$ cat config.mk
export PLATFORM = sky130hd
export DESIGN_NAME = pd_hier_ctrl
export DESIGN_NICKNAME = d
export VERILOG_FILES = /design/src/rtl/pd_pkg.sv /design/src/rtl/pd_settle_timer.sv /design/src/rtl/pd_sequencer.sv /design/src/rtl/pd_enable_gate.sv /design/src/rtl/pd_hier_ctrl.sv
export SDC_FILE = /design/constraint.sdc
export NUM_CORES = 1
export LEC_CHECK = 0
export ABC_CLOCK_PERIOD_IN_PS = 2150
export BUFFER_PORTS_ARGS = -buffer_cell sky130_fd_sc_hd__buf_2
export CORE_AREA = 2 2 39 41
export CTS_CLUSTER_DIAMETER = 120
export DETAILED_ROUTE_END_ITERATION = 6
export DIE_AREA = 0 0 41 43
export GPL_TIMING_DRIVEN = 0
export PLACE_DENSITY = 0.45
export REMOVE_ABC_BUFFERS = 1
export SLEW_MARGIN = 20
export SYNTH_ARGS = -nofsm -noshare
export SYNTH_HDL_FRONTEND = slang
export SYNTH_SLANG_ARGS = --single-unit
export TNS_END_PERCENT = 5
$ cat constraint.sdc
create_clock -name clk -period 2.15 [get_ports clk]
set_clock_uncertainty 0.15 [all_clocks]
set_input_delay 0.3225 -clock clk [delete_from_list [all_inputs] [get_ports clk]]
set_output_delay 0.3225 -clock clk [all_outputs]
set_load 0.01 [all_outputs]
$ cat src/rtl/pd_pkg.sv
package pd_pkg;
  typedef enum logic [1:0] {
    PD_RUN   = 2'd0,
    PD_DRAIN = 2'd1,
    PD_OFF   = 2'd2,
    PD_WAKE  = 2'd3
  } pd_state_t;
endpackage

$ cat src/rtl/pd_settle_timer.sv
module pd_settle_timer #(
  parameter int SETTLE_CYCLES = 16
) (
  input  logic clk,
  input  logic rst_n,
  input  logic run,
  output logic done
);
  localparam int CW = (SETTLE_CYCLES > 1) ? $clog2(SETTLE_CYCLES) : 1;
  localparam logic [CW-1:0] LAST = CW'(SETTLE_CYCLES - 1);

  logic [CW-1:0] cnt_q;

  assign done = run && (cnt_q == LAST);

  always_ff @(posedge clk or negedge rst_n) begin
    if (!rst_n)              cnt_q <= '0;
    else if (!run)           cnt_q <= '0;
    else if (cnt_q != LAST)  cnt_q <= cnt_q + 1'b1;
  end

  // the window counter never runs past its final count
  assert_cnt_bound_R5: assert property (@(posedge clk) disable iff (!rst_n)
    cnt_q <= LAST);
  // every new window starts from zero
  assert_cnt_restart_R6: assert property (@(posedge clk) disable iff (!rst_n)
    !run |=> cnt_q == '0);
endmodule

$ cat src/rtl/pd_sequencer.sv
module pd_sequencer
  import pd_pkg::*;
#(
  parameter int SETTLE_CYCLES = 16
) (
  input  logic clk,
  input  logic rst_n,
  input  logic master_pd,
  output logic conv_ok,
  output logic ref_en,
  output logic full_pd
);
  pd_state_t state_q, state_d;
  logic      win_run, win_done;

  assign win_run = (state_q == PD_DRAIN) || (state_q == PD_WAKE);

  pd_settle_timer #(.SETTLE_CYCLES(SETTLE_CYCLES)) i_timer (
    .clk  (clk),
    .rst_n(rst_n),
    .run  (win_run),
    .done (win_done)
  );

  always_comb begin
    state_d = state_q;
    unique case (state_q)
      PD_RUN:   if (master_pd) state_d = PD_DRAIN;
      PD_DRAIN: if (!master_pd)    state_d = PD_RUN;
                else if (win_done) state_d = PD_OFF;
      PD_OFF:   if (!master_pd) state_d = PD_WAKE;
      PD_WAKE:  if (master_pd)     state_d = PD_OFF;
                else if (win_done) state_d = PD_RUN;
      default:  state_d = PD_OFF;
    endcase
  end

  always_ff @(posedge clk or negedge rst_n) begin
    if (!rst_n) state_q <= PD_OFF;
    else        state_q <= state_d;
  end

  assign conv_ok = (state_q == PD_RUN) && !master_pd;
  assign ref_en  = (state_q != PD_OFF);
  assign full_pd = (state_q == PD_OFF);

  // references only drop after the master bit was seen high
  assert_ref_drop_needs_master_R5: assert property (@(posedge clk) disable iff (!rst_n)
    $fell(ref_en) |-> $past(master_pd));
  // references only return after the master bit was seen low
  assert_ref_rise_needs_release_R6: assert property (@(posedge clk) disable iff (!rst_n)
    $rose(ref_en) |-> !$past(master_pd));
  // a drain that is aborted never passes through the off state
  assert_drain_abort_R9: assert property (@(posedge clk) disable iff (!rst_n)
    (state_q == PD_DRAIN && !master_pd) |=> ref_en);
endmodule

$ cat src/rtl/pd_enable_gate.sv
module pd_enable_gate #(
  parameter int NUM_DAC = 3
) (
  input  logic               clk,
  input  logic               rst_n,
  input  logic               conv_ok,
  input  logic               adc_pd,
  input  logic [NUM_DAC-1:0] dac_pd,
  output logic               adc_en,
  output logic [NUM_DAC-1:0] dac_en
);
  assign adc_en = conv_ok && !adc_pd;

  for (genvar g = 0; g < NUM_DAC; g++) begin : g_dac
    assign dac_en[g] = conv_ok && !dac_pd[g];
  end

  // a withheld permission silences every converter
  assert_gate_blocks_R4: assert property (@(posedge clk) disable iff (!rst_n)
    !conv_ok |-> (!adc_en && dac_en == '0));
endmodule

$ cat src/rtl/pd_hier_ctrl.sv
module pd_hier_ctrl #(
  parameter int NUM_DAC       = 3,
  parameter int SETTLE_CYCLES = 16
) (
  input  logic               clk,
  input  logic               rst_n,
  input  logic               adc_pd,
  input  logic [NUM_DAC-1:0] dac_pd,
  input  logic               master_pd,
  output logic               adc_en,
  output logic [NUM_DAC-1:0] dac_en,
  output logic               ref_en,
  output logic               full_pd
);
  logic conv_ok;

  pd_sequencer #(.SETTLE_CYCLES(SETTLE_CYCLES)) i_seq (
    .clk      (clk),
    .rst_n    (rst_n),
    .master_pd(master_pd),
    .conv_ok  (conv_ok),
    .ref_en   (ref_en),
    .full_pd  (full_pd)
  );

  pd_enable_gate #(.NUM_DAC(NUM_DAC)) i_gate (
    .clk    (clk),
    .rst_n  (rst_n),
    .conv_ok(conv_ok),
    .adc_pd (adc_pd),
    .dac_pd (dac_pd),
    .adc_en (adc_en),
    .dac_en (dac_en)
  );

  // the master bit silences all converters in the same cycle
  assert_master_override_R4: assert property (@(posedge clk) disable iff (!rst_n)
    master_pd |-> (!adc_en && dac_en == '0));
  // no converter runs without references
  assert_conv_needs_ref_R7: assert property (@(posedge clk) disable iff (!rst_n)
    (adc_en || dac_en != '0) |-> ref_en);
  // status flag tracks reference removal
  assert_flag_matches_ref_R7: assert property (@(posedge clk) disable iff (!rst_n)
    full_pd == !ref_en);
endmodule

==> impl_metrics.csv <==
group,metric,value,unit
layout,multi_input_area,165,um^2
clock_tree,clk_pin_slew_worst_paths,40,ps
global_routing,grt_use_total,8.03,%
setup_path,crit_cells,3,
timing,rsz0062_at_grt,"false",
timing,period_share,85.5,%
setup_path,critPathBufInv,1,
layout,final_cell_mix,"buf_2 (12), dfrtp_1 (5), nor2_1 (4), nand2_1 (3), clkbuf_4 (3)",
die,num_rows,14,
routing,drc_errors,0,
layout,nets,58,
setup_path,rr_worst_depth,3,
clock_tree,cts_inserted_buffers,3,
routing,drt-total-wl,625,um
clock_tree,clock_latency,240,ps
global_routing,grt_max_degree,11,
die,coreArea,0.00138,mm^2
layout,diodes,0,
timing,fin_tns_setup,0,ps
global_routing,grt_overflow_total,0,
synth,synth_warnings,0,
synth,synth_cell_types,22,
clock_tree,cts_buffer_depth,2,
setup_path,cpPeakStageDelay,470,ps
min_path,min_path_cells,2,
layout,stdcell_count,65,
run,drv_cap,0,
global_routing,antenna_found_initial,0,
power_and_ir_drop,vdd_drop_max,0.520,mV
timing,min_period,1840,ps
timing,setup-violations-final,0,
synth,seq_area_frac_synth,45.1,%
timing,tightest_slew,283,ps
synth,syn_inst,33,
setup_path,r2r_start,"i_seq.i_timer.cnt_q[0]",
clock_tree,cts_root_buf,"clkbuf_4",
setup_path,worstPathMaxFanout,10,
setup_path,path_class,"flop to output port",
timing,fmax,0.544,GHz
setup_path,critPathTopFamily,"simple AND/OR/NAND/NOR gates",
setup_path,critPathLaunchType,"flop",
placed_design,pre_cts_ws,555,ps
placed_design,dp_cells,60,
setup_path,critical-path-slowest-cell,"dfrtp_1",
min_path,hold_path.class,"input port to flop",
timing,relSlewSlack,81.1,%
die,start_util,24.2,%
placed_design,io_buffers,12,
die,die_area,0.00176,mm^2
synth,ys_seq_elements,6,
placed_design,gp_congestion,0.597,
setup_path,crit_path_cell_trace,"or3_4, nor2_1, buf_2",
die,die_height,43,um
die,fp.dieW,41,um
power_and_ir_drop,power_density,673,mW/mm^2
clock_tree,cts.sinks,6,
min_path,min_from,"master_pd",
timing,timing.final.ws_setup,312,ps
timing,holdWs,218,ps
clock_tree,htree_levels,1,
routing,dr.pass1.iters,4,
routing,num_vias,275,
routing,wire_per_inst,9.62,um
setup_path,reg2reg_setup_slack,790,ps
setup_path,cp.arrival,1370,ps
setup_path,end_kind,"output port",
power_and_ir_drop,power.total,0.296,mW
timing,hold_viol_final,0,
layout,layout-drive-gt1-share,40.8,%
synth,syn-cell-area,335,um^2
placed_design,post-dp-hpwl,461,um
status,status,"completed",
routing,via_per_inst,4.23,
setup_path,crit_required,1680,ps
clock_tree,cts_tree,"built",
synth,synth.avg_cell_area,10.2,um^2
clock_tree,cts_setup_buffers,0,
global_routing,grt_pass1_vias,259,
die,io_pins,13,
power_and_ir_drop,power.static_leakage,0.220,nW
layout,fillerInstances,150,
routing,drtIter0Drc,3,
layout,syn_to_final_growth,31.3,%
global_routing,grt_pass1_wl,979,um
layout,final_common_cell,"buf_2",
timing,slew_violations,0,
layout,seqCellArea,151,um^2
routing,ant_nets,0,
[per-layer routing]
metal,global-route usage [%],share of wire (%),vias to the layer above
met5,0,0,-
li1,-,-,144
met3,4.71,10,0
met1,9.70,44,118
met4,0,0,0
met2,12.8,46,13
[cell usage after synthesis (all sizes together)]
cell	instances	area, um^2
nand2	3	11.3
mux2	1	11.3
a31o	1	8.76
or3	1	11.3
buf	1	11.3
dfstp	1	26.3
a21oi	1	5.00
xnor2	1	8.76
ha	1	12.5
o211a	1	10.0
and2b	1	8.76
o21ai	1	5.00
inv	2	7.51
and3	1	6.26
nand2b	1	6.26
nand3	1	5.00
dfrtp	5	125
nor2	4	15.0
mux2i	2	20.0
nand4	1	6.26
a31oi	1	6.26
or2b	1	7.51
[per-stage QoR]
step | instance area [um^2] | util, %
after floorplan | 324 | -
after global placement | 404 | 29.2
after detailed placement | 404 | 29.2
after CTS | 440 | 31.8
after global routing | 440 | 31.8
final | 440 | 31.8
[final cells by class]
class	instances	area share, %
Inverter	2	1.70
Tap cell	16	4.55
Timing Repair Buffer	13	15.9
Sequential cell	6	34.4
Clock buffer	4	5.97
Multi-Input combinational cell	24	37.5
[worst max-delay path by stage]
stage | from | end | slack [ps]
global placement | i_seq.state_q[0] | dac_en[1] | 540
floorplan | i_seq.state_q[0] | adc_en | 660
finish | i_seq.state_q[0] | dac_en[1] | 310
detailed placement | i_seq.state_q[0] | dac_en[2] | 560
global route | i_seq.state_q[0] | dac_en[2] | 220
CTS | i_seq.state_q[0] | dac_en[2] | 300
[kinds of logic (layout without fill, tap and decap cells)]
kind of cell | after synthesis | after routing | share of synthesized area [%]
DFF | 6 | 6 | 45.2
xor gates and xnor gates | 1 | 1 | 2.61
adders and majority gates | 1 | 1 | 3.73
buffers and inverters | 3 | 19 | 5.60
AOI/OAI and AO/OA | 5 | 5 | 10.4
and+or+nand+nor | 14 | 14 | 23.1
muxes | 3 | 3 | 9.33
[where the power goes]
group / internal [mW] / total [mW] / switching (mW)
combinational: 0.0247 / 0.0453 / 0.0206
sequential: 0.126 / 0.143 / 0.0168
clock: 0.0701 / 0.108 / 0.0381
total: 0.221 / 0.296 / 0.0755
[timing repair]
action,in CTS,in global routing
hold buffers,1,0
resized for setup,0,0
hold endpoints to repair,6,0
Note: power is estimated with default switching activity, not from simulation.
